`config.mk`:
```
export PLATFORM = sky130hd
export DESIGN_NAME = pc_sequencer
export DESIGN_NICKNAME = d
export VERILOG_FILES = /design/src/rtl/pc_sequencer.sv
export SDC_FILE = /design/constraint.sdc
export NUM_CORES = 1
export LEC_CHECK = 0
export CAP_MARGIN = 20
export CORE_MARGIN = 5
export CORE_UTILIZATION = 30
export CTS_BUF_LIST = sky130_fd_sc_hd__clkbuf_16
export CTS_CLUSTER_SIZE = 8
export DETAILED_ROUTE_END_ITERATION = 8
export GPL_TIMING_DRIVEN = 1
export PLACE_DENSITY = 0.6
export SETUP_SLACK_MARGIN = 0.02
export SYNTH_ARGS = -nofsm -noshare
export SYNTH_HDL_FRONTEND = slang
export SYNTH_SLANG_ARGS = --single-unit
```
`constraint.sdc`:
```
create_clock -name clk -period 3.1 [get_ports clk]
set_input_delay 0.62 -clock clk [delete_from_list [all_inputs] [get_ports clk]]
set_output_delay 0.62 -clock clk [all_outputs]
set_load 0.005 [all_outputs]
```
`src/rtl/pc_sequencer.sv`:
```
module pc_sequencer #(
  parameter int W    = 16,
  parameter int FW   = 3
) (
  input  logic         clk,
  input  logic         rst,
  input  logic [W-1:0] instr,
  input  logic         pc_load,
  input  logic         branch_mode,
  input  logic         flag_c,
  input  logic         flag_n,
  input  logic         flag_v,
  input  logic         flag_z,
  input  logic [W-1:0] src_a_data,
  output logic [W-1:0] pc
);
  localparam int OW = 2 * FW;

  logic [OW-1:0] disp;
  logic [W-1:0]  disp_ext;
  logic [W-1:0]  pc_inc;
  logic [W-1:0]  pc_rel;
  logic [3:0]    flags;
  logic          cond;
  logic          unused_bits;

  assign disp        = {instr[2*FW+2:2*FW], instr[FW-1:0]};
  assign disp_ext    = {{(W-OW){disp[OW-1]}}, disp};
  assign pc_inc      = pc + W'(1);
  assign pc_rel      = pc + disp_ext;
  assign flags       = {flag_z, flag_v, flag_n, flag_c};
  assign cond        = flags[instr[10:9]];
  assign unused_bits = ^{instr[W-1:11], instr[2*FW-1:FW]};

  always_ff @(posedge clk) begin
    if (rst)
      pc <= '0;
    else if (!pc_load)
      pc <= pc_inc;
    else if (!branch_mode)
      pc <= src_a_data;
    else if (cond)
      pc <= pc_rel;
    else
      pc <= pc_inc;
  end
endmodule

```
# Yosys cells after proc, flatten, opt, wreduce, memory -nomap -nowiden
# Cells that the tools add are included.
# op_classes
n_mux	5
add_sub_neg	2
n_lt_le_gt_ge	1
# ops
cell	count
two-way mux 16 bit	3
adder 16 x 1 -> 16 bit, second input constant	1
adder 16 bit	1
< comparator 2 x 3 -> 1 bit, second input constant	1
binary-select mux 1 bit (select 2 bit)	1
two-way mux 1 bit	1
# totals
ff_bits	16
elab_cells	9

# Longest topological paths before layout
# depth
ltp_word	5
ltp_mapped	8

# Worst setup path before layout
# No wires, ideal clock.
# synth_path
kind	input port to flip-flop
start	input port instr[0]
end	register pc[8]
n_path_buf	0
setup_ns	0.130
required_ns	2.970
path_slack_ns	0.650
t_arrival_ns	2.319
cell_stages	8
path_cell_list	ha_1 fa_1 a211oi_2 o21bai_1 a221o_1 a21oi_1 xor2_1 a21oi_1
# synth_via
elab_chain_len	4
# synth_rtl
item	line_no	rtl
from (decl)	7	input logic [W-1:0] instr,
adder 16 bit	30	assign pc_rel = pc + disp_ext;
two-way mux 16 bit	42	else if (cond)
two-way mux 16 bit	40	else if (!branch_mode)
two-way mux 16 bit	38	else if (!pc_load)
to (signal assigned)	39	pc <= pc_inc;
to (signal assigned)	41	pc <= src_a_data;
to (signal assigned)	43	pc <= pc_rel;
to (decl)	15	output logic [W-1:0] pc
# Every way passes these cells.
# A chain may end at the register's enable or synchronous reset.

# Worst setup path after layout
# Ends and elaborated chain as after synthesis.

==> impl_metrics.csv <==
group,metric,value,unit
cts,cts_max_level,1,
timing,worstMarginPinSlew,0.701,ns
yosys,syn-num-nets,283,
die,start_util,0.312,
critical_path,reg2reg_from,"pc[0]$_SDFF_PP0_",
timing,grt_setup_unrepaired,"no",
yosys,synth-seq-cells,16,
cells_and_area,area_growth,34.0,%
die,std_cell_rows,28,
cts,clockRootBuffer,"clkbuf_16",
yosys,synth_cell_types,58,
timing,clock_skew,0.00469,ns
placement,globalplace.congestion,0.851,
cells_and_area,nets,333,
critical_path,regToRegSetupSlack,0.65,ns
critical_path,worstPathArrival,2.93,ns
grt,grt_pass1_wl,9140,µm
detailed_routing,vias,1927,
cts,clockBufferDepth,2,
cts,tritoncts,"done",
min_path,hold_path_class,"flip-flop to flip-flop",
power,power_leakage,1.01,nW
grt,grt_max_degree,17,
timing,final_hold_viol_count,0,
die,die_h,88.9,µm
cts,ctsResizeCount,0,
critical_path,start_kind,"primary input",
yosys,yosys_warnings,0,
detailed_routing,wl_per_cell,16.5,µm
grt,grt_pass1_vias,1894,
critical_path,critPathMaxStageDelay,0.43,ns
cts,post_cts_buffers,0,
detailed_routing,antenna_left,0,
placement,place_hpwl,4520,µm
yosys,synthCells,226,
min_path,hold_depth,2,
run_status,status,"complete, no violations",
die,core-area,0.00599,mm²
critical_path,worst_ep_required_time,3.22,ns
grt,grt_usage,0.150,
min_path,hold_path_end,"pc[9]$_SDFF_PP0_",
cells_and_area,top_register,"pc",
die,fp.dieW,88.9,µm
min_path,holdCritStartpoint,"pc[9]$_SDFF_PP0_",
grt,gr-total-overflow,0,
cts,cts_num_sinks,16,
timing,relSlewSlack,0.531,
run,cap_violations,0,
power,fin_total_pwr,0.923,mW
yosys,synth_ff_type,"dfxtp_1",
timing,fin_setup_tns,0,ns
die,die_area,0.00790,mm²
detailed_routing,drc,0,
timing,maxSlewViolCount,0,
detailed_routing,drt_iter0_drc,111,
detailed_routing,detail_route.vias_per_cell,5.51,
power,irDropWorstVdd,0.000175,V
critical_path,crit_fanout,5,
detailed_routing,drt-total-wl,5760,µm
critical_path,cp_cell_sequence,"clkdlybuf4s50_1, ha_1, fa_1, a211oi_2, o21bai_1, a221o_1, a21oi_1, xor2_1, a21oi_1",
cells_and_area,largest_register_ffs,16,
cts,clk_pin_slew,0.05,ns
cts,clk_latency,0.25,ns
critical_path,critPathSlowestCell,"fa_1",
cells_and_area,largestRegisters,"pc x16",
yosys,synth_enable_flop_cells,0,
cells_and_area,n_antenna_cell,0,
critical_path,cpMostUsedCell,"a21oi_1",
critical_path,r2r_cells,8,
cts,cts_buffers,3,
power,power_density,369,mW/mm²
detailed_routing,first_pass_iters,4,
yosys,syn-cell-area,0.00187,mm²
yosys,async_flop_share,0,
yosys,synth.avg_cell_area,8.27,µm²
grt,antenna_found_initial,0,
timing,fmax,357,MHz
timing,fin_crit_sh,0.904,
critical_path,end_kind,"flip-flop",
critical_path,r2r_end,"pc[8]$_SDFF_PP0_",
timing,hold_ws,0.637,ns
timing,fin_crit,2.80,ns
die,pin_count,56,
placement,numPortBuffers,47,
critical_path,worstSetupPathType,"primary input to flip-flop",
cts,ctsHoldBuffers,0,
cells_and_area,layout-drive-gt1-share,0.105,
timing,setup_viol,0,
yosys,yosysSeqAreaShare,0.171,
-- cell usage after synthesis (2+ instances only) --
library cell,number,area (µm²)
a2111oi_2,2,30.0
a211oi_1,2,15.0
a211oi_2,2,25.0
a21o_1,5,37.5
a21oi_1,16,80.1
a21oi_4,2,32.5
a221o_1,2,20.0
a221oi_1,2,17.5
a221oi_2,3,45.0
a222oi_1,2,20.0
a31oi_1,2,12.5
and3_1,4,25.0
and4_1,3,26.3
buf_6,3,33.8
clkbuf_1,4,15.0
dfxtp_1,16,320
ha_1,16,200
inv_1,6,22.5
nand2_1,13,48.8
nand3_1,11,55.1
nand4_1,4,25.0
nand4b_1,2,17.5
nor2_1,27,101
nor2b_1,3,18.8
nor3_1,2,10.0
o21a_1,4,30.0
o21ai_0,7,35.0
o21ai_2,2,17.5
o21bai_1,5,37.5
o22ai_1,4,25.0
xnor2_1,15,131
xor2_1,9,78.8
-- worst max-delay path by stage --
stage	start	depth (start not counted)	endpoint
2_1_floorplan	instr[0]	8	pc[8]$_SDFF_PP0_
3_3_place_gp	instr[0]	9	pc[8]$_SDFF_PP0_
3_5_place_dp	instr[0]	9	pc[8]$_SDFF_PP0_
4_1_cts	instr[0]	9	pc[8]$_SDFF_PP0_
5_1_grt	instr[0]	9	pc[10]$_SDFF_PP0_
6_report	instr[0]	9	pc[8]$_SDFF_PP0_
-- kinds of logic after synthesis --
logic type	synth area share
compound gates	0.320
xor+xnor	0.113
fa+ha+maj	0.118
buf+inv	0.0449
flops	0.171
mux	0.0174
simple gates	0.216
-- power by group --
group          switching [mW]  leakage, nW  internal (mW)
clock network          0.0896       0.0385          0.172
registers              0.0354        0.133          0.226
logic                   0.195        0.837          0.204
-- per-layer routing --
layer	track usage	vias up	part of all wire
li1	-	960	-
met1	0.190	900	0.47
met2	0.254	59	0.45
met3	0.0369	8	0.065
met4	0.0398	0	0.014
met5	0	-	0
-- cell type report --
class	instances	area [µm²]
flip-flops and latches	16	320
clock buffers	3	75.1
multi-input cells	195	1460
repair buffers	54	523
well taps	75	93.8
clock inverters	1	3.75
fillers	596	3490
inverters	6	22.5
-- per-stage QoR --
step | utilization | setup slack (ns) | instances | instance area [µm²]
floorplan | - | 0.650 | 226 | 1870
global placement | 0.405 | 0.0532 | 346 | 2420
detailed placement | 0.405 | 0.0365 | 346 | 2420
CTS | 0.418 | 0.303 | 350 | 2500
global route | 0.418 | 0.163 | 350 | 2500
finish | 0.418 | 0.299 | 350 | 2500
-- layout by cell type, fill, tap and decap left out, drive strengths merged, types with 2 or more instances in the layout --
| cell | Yosys | final |
|---|---|---|
| clkdlybuf4s50 | 0 | 47 |
| nor2 | 28 | 28 |
| a21oi | 18 | 18 |
| ha | 16 | 16 |
| dfxtp | 16 | 16 |
| xnor2 | 15 | 15 |
| nand2 | 14 | 14 |
| nand3 | 11 | 11 |
| o21ai | 10 | 10 |
| xor2 | 9 | 9 |
| buf | 5 | 7 |
| inv | 6 | 6 |
| a21o | 5 | 5 |
| o21bai | 5 | 5 |
| a221oi | 5 | 5 |
| nand4 | 4 | 4 |
| and3 | 4 | 4 |
| o21a | 4 | 4 |
| o22ai | 4 | 4 |
| and4 | 4 | 4 |
| a211oi | 4 | 4 |
| nor2b | 3 | 3 |
| clkbuf | 4 | 3 |
| a222oi | 2 | 2 |
| a221o | 2 | 2 |
| nand4b | 2 | 2 |
| nor3 | 2 | 2 |
| a2111oi | 2 | 2 |
| a31oi | 2 | 2 |
| o211ai | 2 | 2 |
-- worst max-delay path: cells and delay by family --
kind	cells	cell delay, ns
XOR/XNOR	1	0.17
buffers and inverters	1	0.41
AO/OA/AOI/OAI	5	1.06
adder cells (fa/ha/maj)	2	0.66
Note: power is estimated with default switching activity, not from simulation.
